<file path="src/rtl/fbq_pkg.sv">
package fbq_pkg;
  parameter int QBYTES     = 8;
  parameter int WORD_BYTES = 4;
  parameter int WIN_BYTES  = 3;
  parameter int LEN_W      = 2;
  parameter int DISP_W     = 8;

  localparam int PTR_W = $clog2(QBYTES);
  localparam int CNT_W = $clog2(QBYTES + 1);

  typedef struct packed {
    logic             wrEn;
    logic [PTR_W-1:0] wrBase;
    logic [PTR_W-1:0] rdBase;
  } fbqStrobes_t;
endpackage

</file>
<file path="src/rtl/fbq_datapath.sv">
module fbq_datapath
  import fbq_pkg::*;
(
  input  logic                      clk,
  input  logic                      rst_n,
  input  fbqStrobes_t               ctl,
  input  logic [WORD_BYTES*8-1:0]   memData,
  output logic [WIN_BYTES*8-1:0]    winBytes
);
  localparam int LANE_W = $clog2(WORD_BYTES);

  logic [QBYTES*8-1:0] slotsFlat;

  // one byte register per slot; a slot takes the lane that lands on it
  for (genvar s = 0; s < QBYTES; s++) begin : g_slot
    logic [PTR_W-1:0] lane;
    logic [7:0]       q;
    assign lane = PTR_W'(s) - ctl.wrBase;
    always_ff @(posedge clk) begin
      if (!rst_n) q <= '0;
      else if (ctl.wrEn && (lane < PTR_W'(WORD_BYTES)))
        q <= memData[{lane[LANE_W-1:0], 3'b000} +: 8];
    end
    assign slotsFlat[8*s +: 8] = q;
  end

  // window: consecutive slots starting at the read pointer, wrapping
  for (genvar b = 0; b < WIN_BYTES; b++) begin : g_win
    logic [PTR_W-1:0] idx;
    assign idx = ctl.rdBase + PTR_W'(b);
    assign winBytes[8*b +: 8] = slotsFlat[{idx, 3'b000} +: 8];
  end
endmodule

</file>
<file path="src/rtl/fbq_ctrl.sv">
module fbq_ctrl
  import fbq_pkg::*;
#(
  parameter int                ADDR_W   = 16,
  parameter logic [ADDR_W-1:0] RESET_PC = '0
) (
  input  logic              clk,
  input  logic              rst_n,
  input  logic              memValid,
  input  logic [LEN_W-1:0]  decLen,
  input  logic              decTake,
  input  logic              brTaken,
  input  logic [DISP_W-1:0] brDisp,
  output logic              memReq,
  output logic [ADDR_W-1:0] memAddr,
  output logic              winValid,
  output logic [ADDR_W-1:0] winPc,
  output fbqStrobes_t       ctl
);
  localparam int SKIP_W = $clog2(WORD_BYTES);
  localparam logic [CNT_W-1:0] CAP      = CNT_W'(QBYTES);
  localparam logic [CNT_W-1:0] ROOM_MAX = CNT_W'(QBYTES - WORD_BYTES);
  localparam logic [CNT_W-1:0] WORD_CNT = CNT_W'(WORD_BYTES);

  logic [PTR_W-1:0]  rdPtr;
  logic [CNT_W-1:0]  count;
  logic              pending, stale, alignPend;
  logic [SKIP_W-1:0] alignSkip;
  logic [ADDR_W-1:0] pc, fetchAddr;

  logic [CNT_W-1:0]  lenCnt, popCnt, addCnt;
  logic [SKIP_W-1:0] skipNow;
  logic              pop, redirect, accept, room;
  logic [ADDR_W-1:0] target, dispExt;

  always_comb begin
    lenCnt   = CNT_W'(decLen);
    winValid = (decLen != '0) && (count >= lenCnt);
    pop      = decTake && winValid;
    redirect = pop && brTaken;
    dispExt  = {{(ADDR_W-DISP_W){brDisp[DISP_W-1]}}, brDisp};
    target   = pc + ADDR_W'(decLen) + dispExt;
    room     = count <= ROOM_MAX;
    memReq   = !pending && room && !redirect;
    accept   = memValid && !stale && !redirect;
    skipNow  = alignPend ? alignSkip : '0;
    popCnt   = pop ? lenCnt : '0;
    addCnt   = accept ? (WORD_CNT - CNT_W'(skipNow)) : '0;
    memAddr  = fetchAddr;
    winPc    = pc;
    ctl.wrEn   = accept;
    ctl.wrBase = rdPtr + count[PTR_W-1:0];
    ctl.rdBase = rdPtr;
  end

  always_ff @(posedge clk) begin
    if (!rst_n) begin
      rdPtr     <= '0;
      count     <= '0;
      pending   <= 1'b0;
      stale     <= 1'b0;
      alignPend <= 1'b1;
      alignSkip <= RESET_PC[SKIP_W-1:0];
      pc        <= RESET_PC;
      fetchAddr <= {RESET_PC[ADDR_W-1:SKIP_W], {SKIP_W{1'b0}}};
    end else if (redirect) begin
      count     <= '0;
      alignPend <= 1'b1;
      alignSkip <= target[SKIP_W-1:0];
      pc        <= target;
      fetchAddr <= {target[ADDR_W-1:SKIP_W], {SKIP_W{1'b0}}};
      pending   <= pending && !memValid;
      stale     <= pending && !memValid;
    end else begin
      pc    <= pc + (pop ? ADDR_W'(decLen) : '0);
      rdPtr <= rdPtr + PTR_W'(popCnt) + PTR_W'(skipNow * accept);
      count <= count - popCnt + addCnt;
      if (accept) alignPend <= 1'b0;
      if (memReq) fetchAddr <= fetchAddr + ADDR_W'(WORD_BYTES);
      if (memValid) begin
        pending <= 1'b0;
        stale   <= 1'b0;
      end else if (memReq) begin
        pending <= 1'b1;
      end
    end
  end

  AST_CAPACITY: assert property (@(posedge clk) disable iff (!rst_n)
    count <= CAP);
  AST_FETCH_ALIGNED: assert property (@(posedge clk) disable iff (!rst_n)
    memReq |-> (memAddr[SKIP_W-1:0] == '0));
  AST_SINGLE_OUTSTANDING: assert property (@(posedge clk) disable iff (!rst_n)
    memReq |=> !memReq);
  AST_PC_STEP: assert property (@(posedge clk) disable iff (!rst_n)
    (decTake && winValid && !brTaken) |=> (winPc == $past(winPc) + ADDR_W'($past(decLen))));
  AST_HOLD_SHORT: assert property (@(posedge clk) disable iff (!rst_n)
    !winValid |=> $stable(winPc));
  AST_REDIRECT_TARGET: assert property (@(posedge clk) disable iff (!rst_n)
    (decTake && winValid && brTaken) |=> (winPc == $past(winPc) + ADDR_W'($past(decLen))
      + {{(ADDR_W-DISP_W){$past(brDisp[DISP_W-1])}}, $past(brDisp)}));
  AST_REDIRECT_EMPTY: assert property (@(posedge clk) disable iff (!rst_n)
    (decTake && winValid && brTaken) |=> !winValid);
  AST_STALE_DROPPED: assert property (@(posedge clk) disable iff (!rst_n)
    (memValid && stale) |-> !ctl.wrEn);
endmodule

</file>
<file path="src/rtl/fetch_byte_queue.sv">
module fetch_byte_queue
  import fbq_pkg::*;
#(
  parameter int                ADDR_W   = 16,
  parameter logic [ADDR_W-1:0] RESET_PC = 16'h0102
) (
  input  logic                    clk,
  input  logic                    rst_n,
  output logic                    memReq,
  output logic [ADDR_W-1:0]       memAddr,
  input  logic                    memValid,
  input  logic [WORD_BYTES*8-1:0] memData,
  input  logic [LEN_W-1:0]        decLen,
  input  logic                    decTake,
  input  logic                    brTaken,
  input  logic [DISP_W-1:0]       brDisp,
  output logic                    winValid,
  output logic [ADDR_W-1:0]       winPc,
  output logic [WIN_BYTES*8-1:0]  winBytes
);
  fbqStrobes_t ctl;

  fbq_ctrl #(.ADDR_W(ADDR_W), .RESET_PC(RESET_PC)) u_ctrl (
    .clk(clk), .rst_n(rst_n), .memValid(memValid), .decLen(decLen),
    .decTake(decTake), .brTaken(brTaken), .brDisp(brDisp),
    .memReq(memReq), .memAddr(memAddr), .winValid(winValid),
    .winPc(winPc), .ctl(ctl)
  );

  fbq_datapath u_dp (
    .clk(clk), .rst_n(rst_n), .ctl(ctl), .memData(memData), .winBytes(winBytes)
  );
endmodule

</file>
<file path="config.mk">
export PLATFORM = sky130hd
export DESIGN_NAME = fetch_byte_queue
export DESIGN_NICKNAME = d
export VERILOG_FILES = /design/src/rtl/fbq_pkg.sv /design/src/rtl/fbq_datapath.sv /design/src/rtl/fbq_ctrl.sv /design/src/rtl/fetch_byte_queue.sv
export SDC_FILE = /design/constraint.sdc
export NUM_CORES = 1
export LEC_CHECK = 0
export BUFFER_PORTS_ARGS = -buffer_cell sky130_fd_sc_hd__buf_4
export CAP_MARGIN = 20
export CORE_MARGIN = 5
export CORE_UTILIZATION = 30
export CTS_BUF_LIST = sky130_fd_sc_hd__clkbuf_4 sky130_fd_sc_hd__clkbuf_8
export CTS_CLUSTER_DIAMETER = 60
export DETAILED_ROUTE_END_ITERATION = 10
export HOLD_SLACK_MARGIN = 0.02
export PLACE_DENSITY = 0.47
export SYNTH_ARGS = -nofsm -noshare
export SYNTH_HDL_FRONTEND = slang
export SYNTH_HIERARCHICAL = 1
export SYNTH_SLANG_ARGS = --single-unit
</file>
<file path="constraint.sdc">
create_clock -name clk -period 7.8 [get_ports clk]
set_input_delay 1.17 -clock clk [delete_from_list [all_inputs] [get_ports clk]]
set_output_delay 1.17 -clock clk [all_outputs]
set_load 0.05 [all_outputs]
</file>
# [Word-level counts from Yosys, hierarchy flattened]
# Index checks and enable logic that the tools add are counted.
[word_totals] regBits=108 inputBits=47 elab_cells=97
[classes] n_addsub=20 multipliers=1 order_cmp=10 shift=11 n_mux=12 bitwise=1 reduce_logical=25
[op_table] operator="$shiftx A32 B6 Y8" n=8
[op_table] operator="$shiftx A64 B7 Y8" n=3
[op_table] operator="$mux W16" n=3
[op_table] operator="$add A16 B16 Y16" n=2
[op_table] operator="$lt A3 B3 Y1 const B" n=8
[op_table] operator="$add A16 B2 Y16" n=1
[op_table] operator="$add A16 B3 Y16 const B" n=1
[op_table] operator="$logic_and A1 B1 Y1" n=16
[op_table] operator="$sub A3 B3 Y3 const A" n=4
[op_table] operator="$add A3 B3 Y3" n=3
[op_table] operator="$mux W2" n=3
[op_table] operator="$reduce_bool A2 Y1" n=3
[op_table] operator="$sub A1 B3 Y3 const A" n=2
[op_table] operator="$sub A2 B3 Y3 const A" n=2
[op_table] operator="$mux W1" n=5
[op_table] operator="$add A4 B4 Y4" n=1
[op_table] operator="$ge A4 B2 Y1" n=1
[op_table] operator="$le A4 B3 Y1 const B" n=1
[op_table] operator="$logic_not A1 Y1" n=4
[op_table] operator="$mux W4" n=1
[op_table] operator="$sub A3 B2 Y4 const A" n=1
[op_table] operator="$sub A4 B4 Y4" n=1
[op_table] operator="$add A3 B1 Y3 const B" n=1
[op_table] operator="$add A3 B2 Y3 const B" n=1
[op_table] operator="4 further kinds" n=4

# [Longest topological paths before layout]
[logic_depth] depth_word=9 depth_mapped=14 mapped_depth_nobuf=14

# [By module]
# Netlist, hierarchy kept.
[modules_own_cells] mod="fbq_datapath" n_inst=1 cells_each=375 area_per_inst_um2=4410.5
[modules_own_cells] mod="fbq_ctrl" n_inst=1 cells_each=379 area_per_inst_um2=3310.7

# [Worst setup path before layout]
# OpenSTA, ideal clock, no wires.
[synth_path] path_kind="input -> output" from="in decLen[0]" to="out memReq" arrival_time_ns=2.853 t_required_ns=6.630 path_slack_ns=3.777 stages=7 path_cell_list="ha_1 nand2b_1 a2111oi_4 or2_1 buf_6 buf_6 and2_1"
[synth_via] elab_chain_cells=6 word_cells_on_any_way=7 classes_between="order compare (1); reduce/logical (6)"
[synth_lines] item="from (decl)" line="fetch_byte_queue.sv:13" text="input logic [LEN_W-1:0] decLen,"
[synth_lines] item="$ge A4 B2 Y1 / $reduce_bool A2 Y1 (equally long branches)" line="fbq_ctrl.sv:38" text="winValid = (decLen != '0) && (count >= lenCnt);"
[synth_lines] item="$logic_and A1 B1 Y1 (*)" line="fbq_ctrl.sv:38"
[synth_lines] item="$logic_and A1 B1 Y1 (*)" line="fbq_ctrl.sv:39" text="pop = decTake && winValid;"
[synth_lines] item="$logic_and A1 B1 Y1 (*)" line="fbq_ctrl.sv:40" text="redirect = pop && brTaken;"
[synth_lines] item="$logic_not A1 Y1 (*)" line="fbq_ctrl.sv:44" text="memReq = !pending && room && !redirect;"
[synth_lines] item="$logic_and A1 B1 Y1 (*)" line="fbq_ctrl.sv:44"
[synth_lines] item="to (decl)" line="fetch_byte_queue.sv:9" text="output logic memReq,"
# Mark *: on every way between the ends. The rest lies on a longest branch, timed or not.

==> metrics.md <==
| Metric | Value |
|---|---|
| NetSw | 1.81 mW |
| Fmax achieved | 225 MHz |
| GRT Overall Usage | 0.160 |
| Die W | 170 µm |
| RSZ-0062 raised after global routing | no |
| First-pass GRT wire length | 35900 µm |
| Post-synthesis xor/xnor area fraction | 0.0577 |
| Std-Cell Rows | 58 |
| Setup_tns | 0 ps |
| Comb power frac | 0.657 |
| Period utilization | 0.569 |
| PortBufs | 102 |
| Max Root-Sink Buffers | 2 |
| Routed vias | 6132 |
| Hold buffers post-CTS | 0 |
| Top-count cell post-synth | dfxtp_1 |
| Top_reg_cell synth | dfxtp_1 |
| Register area share after synthesis | 0.275 |
| Ant diodes | 0 |
| CTS resizes | 0 |
| #FFs+latches synth | 106 |
| Worst-path cell chain | buf_4, ha_1, nand2b_1, a2111oi_4, nor2_1, buf_4, nor2_1, and2_1, fa_1, ha_1, a21o_1, a21oi_1, xnor2_1, nor2_1 |
| Synth cell types | 62 |
| Final Hold Vio Count | 0 |
| Layout cells sized above 1 | 0.290 |
| DIE AREA | 29000 µm² |
| EDFF count, synth | 0 |
| Max Slew Vio Count | 0 |
| Clock latency reported for the late side of the worst-skew pair | 390 ps |
| CP dominant cell by count | nor2_1 |
| Mux cell area share after synthesis | 0.248 |
| Antenna violations before repair | 0 |
| Post-synthesis simple-gate area fraction | 0.128 |
| Level count of the clock H-tree | 3 |
| Top-Level Pins | 105 |
| Critical Path Source Type | input port |
| GR Overflow Total | 0 |
| Async S/R FF share, synth | 0 |
| Non-Filler Instances | 1154 |
| Mapped Cells | 754 |
| Worst Clk Skew | 15.5 ps |
| Synth warnings | 6 |
| Layout Nets | 918 |
| Compound-Gate Fraction of Synth Area | 0.143 |
| Setup WS pre-CTS | 2930 ps |
| Pwr Density | 410 nW/µm² |
| Number of global-route vias before repair | 6090 |
| Total Routed Length | 23400 µm |
| DRC violations left | 0 |
| CP endpoint kind | register |
| Total power | 3.64 mW |
| Pint | 1.83 mW |
| DP HPWL | 16600 µm |
| Yosys top cell area share | 0.275 |
| Post-CTS setup buffers | 0 |
| Tmin final | 4440 ps |
| DR vias/cell | 5.31 |
| Max incr delay on CP | 670 ps |
| Post-synthesis adder-cell area fraction | 0.0930 |
| CTS clk-pin slew, worst paths | 120 ps |
| Worst Path Required | 8070 ps |
| Clock group share of total power | 0.095 |
| Routability congestion estimate | 0.759 |
| Synth-to-layout area growth | 15.0% |
| Drt first pass iters | 5 |
| CTS Sinks | 106 |
| Syn_area_per_cell | 10.2 µm² |
| Status | finished, final reports clean |
| Hold Worst Slack | 478 ps |
| Leak Pwr | 3.49 nW |
| Net Sw Frac | 0.497 |
| Cell family with most CP delay | simple AND/OR/NAND/NOR gates |
| Pin count of the biggest net entering global routing | 89 |
| Worst-Margin Slew | 966 ps |
| Commonest cells in the netlist | dfxtp_1, nand2_1, mux4_2, o2bb2ai_1, ha_1 |
| Kind of critical path | in2reg |
| VDD IR-drop max | 254 µV |
| Cell Area, Synth | 7720 µm² |
| Hold/Removal Path Class | reg2reg |
| Internal reg-to-reg setup slack | 3770 ps |
| Clock Root Buffer | clkbuf_8 |
| Critical path arrival | 4710 ps |
| Inst Count DP | 1136 |
| Largest family of logic cells by synthesized area | multiplexers |
| CORE AREA | 25300 µm² |
| Sequential power share | 0.248 |
| Largest fanout on the critical path | 19 |
| Iteration-0 DRC Markers | 386 |
| Initial Util | 0.306 |
| Final setup vio count | 0 |
| PnR worst setup slack | 3360 ps |
| TritonCTS buffer count | 9 |
| Area leader, netlist | dfxtp_1 |
| Max-Cap Viols | 0 |
| Synth top area cells | dfxtp_1, mux4_2, ha_1, o2bb2ai_1, nand2_1 |
| CTS tree | done |
| Antenna Violating Nets Remaining | 0 |
| CP bufs+invs | 2 |
| Avg WL per Cell | 20.3 µm |
| Worst slew margin | 0.356 |
| Slowest cell on the critical path | nor2_1 |
| Die Height | 170 µm |
metrics by stage:
stage,utilization,instance area [µm²]
after floorplan,-,7720
after global placement,0.342,8640
after detailed placement,0.342,8640
after CTS,0.350,8830
after global routing,0.352,8880
final,0.352,8880
cells by family after synthesis:
family,after synthesis
multiplexers,105
adder cells (fa/ha/maj),52
other,1
AO/OA/AOI/OAI,149
buffers and inverters,86
AND/OR/NAND/NOR,205
flip-flops,106
XOR/XNOR,50
tightest hold or removal path, delay by kind of cell, from the launching register on:
family / cells / cell delay, ps
flops: 1 / 330
compound gates: 1 / 60
simple gates: 1 / 50
power groups by stage:
stage          combinational, mW  sequential [mW]  clock (mW)
2_1_floorplan               1.71            0.946           0
3_3_place_gp                2.36            0.927           0
3_5_place_dp                2.36            0.929           0
4_1_cts                     2.37            0.916       0.361
5_1_grt                     2.57            0.925       0.385
6_report                    2.39            0.901       0.347
registers in the layout (all words and copies together) (netlist names):
name              count
u_ctrl/alignPend      1
u_ctrl/memAddr       14
u_ctrl/winPc         16
u_ctrl/count          4
u_ctrl/rdPtr          3
u_dp/g_slot.q        64
u_ctrl/stale          1
u_ctrl/alignSkip      2
u_ctrl/pending        1
layout by cell type (no fill, tap or decap), types with 15 or more instances in the layout:
cell type and n:
a21oi_1 36, buf_4 108, dfxtp_1 105, ha_1 42, inv_1 29, mux2_2 31
mux4_2 64, nand2_1 102, nand3_1 19, nor2_1 22, o21ai_0 15, o2bb2ai_1 56
xnor2_1 24, xor2_1 25
layout make-up:
type,instances,area (µm²)
Fill cell,2602,16400
Inverter,29,109
Multi-Input combinational cell,563,5180
Tap cell,330,413
Clock inverter,7,62.6
Clock buffer,9,124
Sequential cell,106,2120
Timing Repair Buffer,110,866
worst paths after layout:
path	from	endpoint	cells after the start
worst max-delay path	decLen[0]	u_ctrl/count[3]	14
worst min register to register	u_dp/g_slot[4].q[7]	u_dp/g_slot[4].q[7]	2
worst max register to register	u_ctrl/count[0]	u_ctrl/count[3]	14
worst min-delay path	u_dp/g_slot[4].q[7]	u_dp/g_slot[4].q[7]	2
routing by layer:
metal,routed length [µm],up-vias,part of all wire,GRT usage
met4,174,0,0.0074,0.0271
li1,-,2929,-,-
met5,0,-,0,0
met2,11600,154,0.49,0.277
met3,1090,9,0.047,0.0279
met1,10600,3040,0.45,0.212
Power figures use the tool's default switching activity.
